==> src/rtl/pll_go_pkg.sv <==
package pll_go_pkg;

    localparam int MULT_W = 11;
    localparam int PDIV_W = 8;
    localparam int HDIV_W = 5;

    typedef struct packed {
        logic [MULT_W-1:0] mult;
        logic [PDIV_W-1:0] prediv;
        logic [HDIV_W-1:0] hsdiv;
    } pll_cfg_t;

    localparam int CFG_W = $bits(pll_cfg_t);

    typedef enum logic [2:0] {
        S_IDLE,
        S_WAIT_FP,
        S_INIT,
        S_EN,
        S_DIV
    } seq_state_t;

    typedef struct packed {
        logic clkin_en;
        logic bypass;
        logic ref_en;
    } ovr_t;

    function automatic int max3(input int a, input int b, input int c);
        int m;
        m = (a > b) ? a : b;
        return (m > c) ? m : c;
    endfunction

    function automatic int cnt_width(input int n);
        return (n < 2) ? 1 : $clog2(n);
    endfunction

endpackage

==> src/rtl/pll_go_fsm.sv <==
module pll_go_fsm
    import pll_go_pkg::*;
#(
    parameter int N_INIT = 3,
    parameter int N_EN   = 4,
    parameter int N_DIV  = 2
) (
    input  logic clk,
    input  logic rst,
    input  logic go_set,
    input  logic mode_auto,
    input  logic fp_strobe,
    output logic go_bit,
    output logic go_accept,
    output logic load_now,
    output logic load_shadow,
    output logic init_n,
    output logic en,
    output logic div_en
);

    localparam int CNT_W = cnt_width(max3(N_INIT, N_EN, N_DIV));
    localparam logic [CNT_W-1:0] LAST_INIT = CNT_W'(N_INIT - 1);
    localparam logic [CNT_W-1:0] LAST_EN   = CNT_W'(N_EN - 1);
    localparam logic [CNT_W-1:0] LAST_DIV  = CNT_W'(N_DIV - 1);

    seq_state_t       st, st_nx;
    logic [CNT_W-1:0] cnt;
    logic             en_q;
    logic             fp_start;
    logic             phase_end;

    always_comb begin
        go_accept = (st == S_IDLE) && go_set;
        fp_start  = (st == S_WAIT_FP) && fp_strobe;
        unique case (st)
            S_INIT:  phase_end = (cnt == LAST_INIT);
            S_EN:    phase_end = (cnt == LAST_EN);
            S_DIV:   phase_end = (cnt == LAST_DIV);
            default: phase_end = 1'b0;
        endcase
    end

    always_comb begin
        st_nx = st;
        unique case (st)
            S_IDLE:    if (go_accept) st_nx = mode_auto ? S_WAIT_FP : S_INIT;
            S_WAIT_FP: if (fp_start)  st_nx = S_INIT;
            S_INIT:    if (phase_end) st_nx = S_EN;
            S_EN:      if (phase_end) st_nx = S_DIV;
            S_DIV:     if (phase_end) st_nx = S_IDLE;
            default:   st_nx = S_IDLE;
        endcase
    end

    always_ff @(posedge clk) begin
        if (rst) begin
            st   <= S_IDLE;
            cnt  <= '0;
            en_q <= 1'b0;
        end else begin
            st  <= st_nx;
            cnt <= (st_nx != st) ? '0 : cnt + 1'b1;
            if (st_nx == S_INIT && st != S_INIT)
                en_q <= 1'b0;
            else if (st == S_INIT && st_nx == S_EN)
                en_q <= 1'b1;
        end
    end

    assign go_bit      = (st != S_IDLE);
    assign load_now    = go_accept && !mode_auto;
    assign load_shadow = fp_start;
    assign init_n      = (st != S_INIT);
    assign en          = en_q;
    assign div_en      = (st == S_DIV);

    p_go_ends_after_div_r2: assert property (@(posedge clk) disable iff (rst)
        $fell(go_bit) |-> $past(div_en));
    p_init_excludes_en_r3: assert property (@(posedge clk) disable iff (rst)
        !init_n |-> !en);
    p_div_needs_en_r3: assert property (@(posedge clk) disable iff (rst)
        div_en |-> en);
    p_wait_holds_r4: assert property (@(posedge clk) disable iff (rst)
        (st == S_WAIT_FP && !fp_strobe) |=> (st == S_WAIT_FP));
    p_busy_go_ignored_r7: assert property (@(posedge clk) disable iff (rst)
        (st inside {S_INIT, S_EN, S_DIV}) |=> (st != S_WAIT_FP));
    p_idle_fp_ignored_r8: assert property (@(posedge clk) disable iff (rst)
        (st == S_IDLE && !go_set && fp_strobe) |=> (st == S_IDLE));

endmodule

==> src/rtl/pll_go_cfg.sv <==
module pll_go_cfg
    import pll_go_pkg::*;
(
    input  logic     clk,
    input  logic     rst,
    input  logic     cfg_wr,
    input  pll_cfg_t cfg_wdata,
    input  logic     go_bit,
    input  logic     go_accept,
    input  logic     load_now,
    input  logic     load_shadow,
    output pll_cfg_t shadow_q,
    output pll_cfg_t applied_q
);

    pll_cfg_t cfg_q;

    always_ff @(posedge clk) begin
        if (rst) begin
            cfg_q     <= '0;
            shadow_q  <= '0;
            applied_q <= '0;
        end else begin
            if (cfg_wr)      cfg_q     <= cfg_wdata;
            if (go_accept)   shadow_q  <= cfg_q;
            if (load_now)    applied_q <= cfg_q;
            else if (load_shadow) applied_q <= shadow_q;
        end
    end

    p_shadow_frozen_r7: assert property (@(posedge clk) disable iff (rst)
        (go_bit && $past(go_bit)) |-> $stable(shadow_q));
    p_applied_only_at_start_r5: assert property (@(posedge clk) disable iff (rst)
        (!load_now && !load_shadow) |=> $stable(applied_q));

endmodule

==> src/rtl/pll_go_ovr.sv <==
module pll_go_ovr
    import pll_go_pkg::*;
(
    input  logic mode_auto,
    input  logic busy,
    input  ovr_t sw,
    output ovr_t drv
);

    always_comb begin
        if (mode_auto) begin
            drv.clkin_en = !busy;
            drv.bypass   = busy;
            drv.ref_en   = 1'b1;
        end else begin
            drv = sw;
        end
    end

endmodule

==> src/rtl/pll_go_seq.sv <==
module pll_go_seq
    import pll_go_pkg::*;
#(
    parameter int N_INIT = 3,
    parameter int N_EN   = 4,
    parameter int N_DIV  = 2
) (
    input  logic             clk,
    input  logic             rst,
    input  logic             cfg_wr,
    input  logic [CFG_W-1:0] cfg_wdata,
    input  logic             go_set,
    input  logic             mode_auto,
    input  logic             fp_strobe,
    input  logic             sw_clkin_en,
    input  logic             sw_bypass,
    input  logic             sw_ref_en,
    output logic             go_bit,
    output logic             busy,
    output logic [CFG_W-1:0] shadow_cfg,
    output logic [CFG_W-1:0] pll_cfg,
    output logic             pll_init_n,
    output logic             pll_en,
    output logic             pll_div_en,
    output logic             clkin_en,
    output logic             hsdiv_bypass,
    output logic             ref_en
);

    logic     go_q, go_accept, load_now, load_shadow;
    pll_cfg_t shadow_s, applied_s;
    ovr_t     sw_s, drv_s;

    pll_go_fsm #(.N_INIT(N_INIT), .N_EN(N_EN), .N_DIV(N_DIV)) u_fsm (
        .clk         (clk),
        .rst         (rst),
        .go_set      (go_set),
        .mode_auto   (mode_auto),
        .fp_strobe   (fp_strobe),
        .go_bit      (go_q),
        .go_accept   (go_accept),
        .load_now    (load_now),
        .load_shadow (load_shadow),
        .init_n      (pll_init_n),
        .en          (pll_en),
        .div_en      (pll_div_en)
    );

    pll_go_cfg u_cfg (
        .clk         (clk),
        .rst         (rst),
        .cfg_wr      (cfg_wr),
        .cfg_wdata   (pll_cfg_t'(cfg_wdata)),
        .go_bit      (go_q),
        .go_accept   (go_accept),
        .load_now    (load_now),
        .load_shadow (load_shadow),
        .shadow_q    (shadow_s),
        .applied_q   (applied_s)
    );

    assign sw_s = '{clkin_en: sw_clkin_en, bypass: sw_bypass, ref_en: sw_ref_en};

    pll_go_ovr u_ovr (
        .mode_auto (mode_auto),
        .busy      (go_q),
        .sw        (sw_s),
        .drv       (drv_s)
    );

    assign go_bit       = go_q;
    assign busy         = go_q;
    assign shadow_cfg   = shadow_s;
    assign pll_cfg      = applied_s;
    assign clkin_en     = drv_s.clkin_en;
    assign hsdiv_bypass = drv_s.bypass;
    assign ref_en       = drv_s.ref_en;

    p_auto_bypass_in_init_r10: assert property (@(posedge clk) disable iff (rst)
        (mode_auto && !pll_init_n) |-> (hsdiv_bypass && !clkin_en && ref_en));
    p_divider_only_when_busy_r2: assert property (@(posedge clk) disable iff (rst)
        pll_div_en |-> busy);

endmodule

==> config.mk <==
export PLATFORM = sky130hd
export DESIGN_NAME = pll_go_seq
export DESIGN_NICKNAME = d
export VERILOG_FILES = /design/src/rtl/pll_go_pkg.sv /design/src/rtl/pll_go_fsm.sv /design/src/rtl/pll_go_cfg.sv /design/src/rtl/pll_go_ovr.sv /design/src/rtl/pll_go_seq.sv
export SDC_FILE = /design/constraint.sdc
export NUM_CORES = 1
export LEC_CHECK = 0
export CAP_MARGIN = 20
export CORE_MARGIN = 3
export CORE_UTILIZATION = 40
export DETAILED_ROUTE_END_ITERATION = 7
export PLACE_DENSITY = 0.68
export SLEW_MARGIN = 20
export SYNTH_ARGS = -nofsm -noshare
export SYNTH_HDL_FRONTEND = slang
export SYNTH_SLANG_ARGS = --single-unit
==> constraint.sdc <==
create_clock -name clk -period 4.5 [get_ports clk]
set_clock_uncertainty 0.2 [all_clocks]
set_input_delay 1.35 -clock clk [delete_from_list [all_inputs] [get_ports clk]]
set_output_delay 1.35 -clock clk [all_outputs]
set_load 0.03 [all_outputs]
=== Word level (Yosys, flattened, before mapping) ===
Cells that the tools add are included.

* Output and inout bits: 56
* Bits in registers: 78
* Bits of input ports: 33
* Word-level logic and storage cells: 47

* Equality and inequality tests: 11
* Mux-type cells: 11
* Reductions and logical operators: 12
* Add/sub/neg operators: 1

{| class="wikitable"
|+ Operators with widths
! operator !! number
|-
| $mux 24 || 2
|-
| $mux 3 || 6
|-
| $pmux 3 s5 || 1
|-
| $eq 3x2->1 const B || 4
|-
| $logic_and 1x1->1 || 5
|-
| $eq 2x2->1 const B || 2
|-
| $reduce_or 2->1 || 2
|-
| $eq 3x1->1 const B || 1
|-
| $eq 3x3->1 const B || 1
|-
| $logic_not 3->1 || 1
|-
| $ne 3x2->1 const B || 1
|-
| $ne 3x3->1 || 1
|-
| $pmux 1 s3 || 1
|-
| $reduce_bool 3->1 || 1
|-
| $add 2x1->2 const B || 1
|-
| $eq 2x1->1 const B || 1
|-
| $logic_not 1->1 || 2
|-
| $mux 2 || 1
|-
| $reduce_bool 2->1 || 1
|}

=== Depth between registers and ports, before layout ===
* Word-level depth: 7
* Mapped depth: 6

=== Hierarchy ===
From an unflattened synthesis, not the netlist that was laid out.

* Cells, all modules: 315
* Area total of the unflattened synthesis: 3407.0 um2

{| class="wikitable"
|+ By module, submodules not included
! module !! cells each !! area an instance (um2) !! times used
|-
| pll_go_cfg || 262 || 2925.3 || 1
|-
| pll_go_fsm || 48 || 439.2 || 1
|-
| pll_go_ovr || 4 || 35.0 || 1
|-
| pll_go_seq || 1 || 7.5 || 1
|}

=== Least setup slack after synthesis ===
Ideal clock, no wire load.

* Kind: input -> output
* From: input mode_auto
* To: output hsdiv_bypass
* Arrival time: 2.353 ns
* Setup slack: 0.597 ns
* Stages on the path: 4
* Cell sequence: buf_2 buf_1 nor2_1 a21oi_1

* Longest elaborated chain between the ends: 1

{| class="wikitable"
|+ Ends and longest elaborated chain
! what !! line !! RTL
|-
| start, declared || pll_go_seq.sv:13 || <nowiki>input logic mode_auto,</nowiki>
|-
| $mux 3 || pll_go_ovr.sv:11 || <nowiki>if (mode_auto) begin</nowiki>
|-
| end, declared || pll_go_seq.sv:26 || <nowiki>output logic hsdiv_bypass,</nowiki>
|}

Every way passes these cells.

=== Worst setup path in the final report ===
* From: input mode_auto
* To: output clkin_en

* Longest elaborated chain between the ends: 1

{| class="wikitable"
|+ Ends and longest elaborated chain
! what !! line !! RTL
|-
| $mux 3 || pll_go_ovr.sv:11 ||
|-
| end, declared || pll_go_seq.sv:25 || <nowiki>output logic clkin_en,</nowiki>
|}

Every way passes these cells.

==> flow_metrics.env <==
export IMPL_outcome="complete, no violations"
export IMPL_drc=0
export IMPL_grt_setup_unrepaired="no"
export IMPL_cellLeakagePower_nw=1.52
export IMPL_synth_area_leaders="dfxtp_1, nand2_1, mux2i_1"
export IMPL_clkTransAtPathRegs_ps=80
export IMPL_placedCellCount=527
export IMPL_portBuffers=88
export IMPL_synth_top_family_by_area="simple AND/OR/NAND/NOR gates"
export IMPL_postSynthCellCount=368
export IMPL_critical_path_max_fanout=3
export IMPL_ctsResizeCount=0
export IMPL_grt_busiest_layer="met2"
export IMPL_drive_gt1_share_pct=6.80
export IMPL_crit_path_start_kind="primary input"
export IMPL_grt_use_met2_pct=30.4
export IMPL_grt_pass1_wl_mm=13.3
export IMPL_num_vias=2857
export IMPL_synthXorXnorAreaFrac_pct=0
export IMPL_syn_to_final_growth_pct=31.7
export IMPL_fin_cells=543
export IMPL_wl_per_cell_um=15.3
export IMPL_dieArea_mm2=0.00922
export IMPL_clk_latency_ps=340
export IMPL_period_minus_slack_ps=4390
export IMPL_clkSinkCount=78
export IMPL_ys_seq_area_share_pct=48.2
export IMPL_cts_buffers=9
export IMPL_rows=32
export IMPL_period_share_pct=97.6
export IMPL_netlist_area_mm2=0.00324
export IMPL_cpMostUsedCell="clkdlybuf4s50_1"
export IMPL_muxShareOfSynthArea_pct=7.76
export IMPL_tightest_slew_ps=801
export IMPL_hold_violations=0
export IMPL_initial_core_util_pct=41.5
export IMPL_antenna_left=0
export IMPL_synth_top_area_cell="dfxtp_1"
export IMPL_yosys_area_share_simple_pct=22.2
export IMPL_die_h_um=96.0
export IMPL_cp_data_arrival_time_ps=2840
export IMPL_via_per_inst=5.26
export IMPL_post_cts_setup_buffers=0
export IMPL_async_reset_ff_share_pct=0
export IMPL_first_pass_iters=4
export IMPL_yosys_area_share_adder_pct=0
export IMPL_crit_slowest_cell="clkdlybuf4s50_1"
export IMPL_cts_hold_buf=0
export IMPL_grt_max_degree=54
export IMPL_htreeDepth=3
export IMPL_ys_flop_type="dfxtp_1"
export IMPL_grtUsageMet1_pct=23.6
export IMPL_crit_required_ps=2950
export IMPL_root_buffer="clkbuf_8"
export IMPL_core_mm2=0.00781
export IMPL_grt_pass1_vias=2706
export IMPL_antenna_found_initial=0
export IMPL_hp_class="flop to flop"
export IMPL_maxCapViolations=0
export IMPL_crit_type="primary input to output port"
export IMPL_dr_first_iter_drc_count=167
export IMPL_crit_path_cell_trace="clkdlybuf4s50_1, mux2_2, clkdlybuf4s50_1"
export IMPL_tns_ps=0
export IMPL_ios=89
export IMPL_yosysWarnings=0
export IMPL_hpwl_mm=5.30
export IMPL_peakVddDrop_mv=0.195
export IMPL_cpLargestDelayFamily="buffers and inverters"
export IMPL_endpoint_kind="output port"
export IMPL_max_slew_margin_rel_pct=46.6
export IMPL_grt_overflow=0
export IMPL_syn_num_nets=401
export IMPL_cts_buffer_depth=2
export IMPL_slowest_delay_ps=600
export IMPL_grt_use_met3_pct=5.24
export IMPL_gr_usage_all_layers_pct=18.5
export IMPL_synth_edff_count=0
export IMPL_cts_tree="built"
export IMPL_synth_seq_cells=78
export IMPL_max_freq_mhz=228
export IMPL_setup_violations=0
export IMPL_gp_congestion=0.789
export IMPL_fin_nets=469
export IMPL_hold_slack_ps=270
export IMPL_synth_top_area_share_pct=48.2
export IMPL_avgSynthCellArea_um2=8.81
export IMPL_totalWireLength_mm=8.31
export IMPL_die_x_um=96.0
export IMPL_n_antenna_cell=0
export IMPL_yosys_cell_types_count=40
export IMPL_num_fill_cells=727
export IMPL_synth_compound_area_share_pct=15.0
export IMPL_p_per_area_mw_per_mm2=382
export IMPL_path_buf_inv=2
export IMPL_finalMaxSlewViolations=0
[worst paths after layout]
path                                from                              end  slack (ps)  depth (start not counted)
max                            mode_auto                         clkin_en         110                          3
min          u_cfg.cfg_q[7]$_SDFFE_PP0P_   u_cfg.shadow_q[7]$_SDFFE_PP0N_         270                          2
max reg2reg       u_fsm.st[0]$_SDFF_PP0_  u_cfg.applied_q[2]$_SDFFE_PP0P_        2240                          3
min reg2reg  u_cfg.cfg_q[7]$_SDFFE_PP0P_   u_cfg.shadow_q[7]$_SDFFE_PP0N_         270                          2
[cell families after synthesis]
group                  Yosys count
buffers and inverters           38
AND/OR/NAND/NOR                156
AO/OA/AOI/OAI                   71
multiplexers                    25
flip-flops                      78
[per-layer routing]
layer	share of wire (%)	up-vias
met2	49	88
met5	0	-
li1	-	1415
met1	43	1343
met3	6.3	11
met4	1.3	0
[final cells by class]
cell class	count	area, µm²	share of cell area (%)
inverter	3	11.3	0.264
sequential	78	1560	36.6
clock inverter	6	86.3	2.02
clock buffer	10	128	2.99
multi-input combinational	252	1460	34.1
timing repair buffer	92	898	21.0
tap	102	128	2.99
[metrics by stage]
| stage | area [µm²] | power (mW) | util (%) | worst slack [ps] |
|---|---|---|---|---|
| global placement | 4060 | 1.08 | 51.9 | 101 |
| CTS | 4270 | 1.65 | 54.7 | 90.5 |
| global route | 4270 | 1.70 | 54.7 | 72.3 |
| detailed placement | 4060 | 1.09 | 51.9 | 94.9 |
| floorplan | 3240 | 0.976 | - | 597 |
| finish | 4270 | 1.63 | 54.7 | 108 |
[layout by cell type, fill, tap and decap left out, types with 2 or more instances in the layout]
cell type        instances
clkbuf_8                 9
a21oi_1                 32
dfxtp_1                 78
nor4_1                   2
a2111oi_0                2
nor2b_1                  2
a311oi_1                18
inv_1                    3
clkinv_2                 2
nor3_1                  19
nor2_1                  31
clkdlybuf4s50_1         85
a32oi_1                  6
mux2i_1                 24
nand3b_1                 2
o211ai_1                 6
bufinv_16                2
nand2_1                 87
buf_4                    5
nor3b_1                  2
buf_2                    2
[cells in the mapped netlist, drive strengths merged (2+ instances only)]
library cell and number:
nand2 88, dfxtp 78, a21oi 32, nor2 31, buf 25, mux2i 24, nor3 19, a311oi 18
clkbuf 10, a32oi 6, o211ai 6, inv 3, nor3b 3, a2111oi 2, nand3b 2, nor2b 2
nor4 2, or4b 2
[worst register-to-register path, cell delays in order, from the launching register on]
cell      delay (ps)
dfxtp_1          790
and4bb_2         750
nand2_1          120
a311oi_1         310
[flip-flops by register name, summed over array words and instances (netlist names)]
register and cells:
u_cfg.cfg_q 24, u_fsm.en 1, u_fsm.cnt 2, u_cfg.applied_q 24
u_fsm.st 3, u_cfg.shadow_q 24
[power breakdown]
| group | switching [mW] | total, mW | internal [mW] |
|---|---|---|---|
| sequential | 0.0400 | 0.771 | 0.731 |
| combinational | 0.174 | 0.298 | 0.124 |
| clock | 0.250 | 0.562 | 0.311 |
No activity file was read; power rests on OpenSTA's default activity.
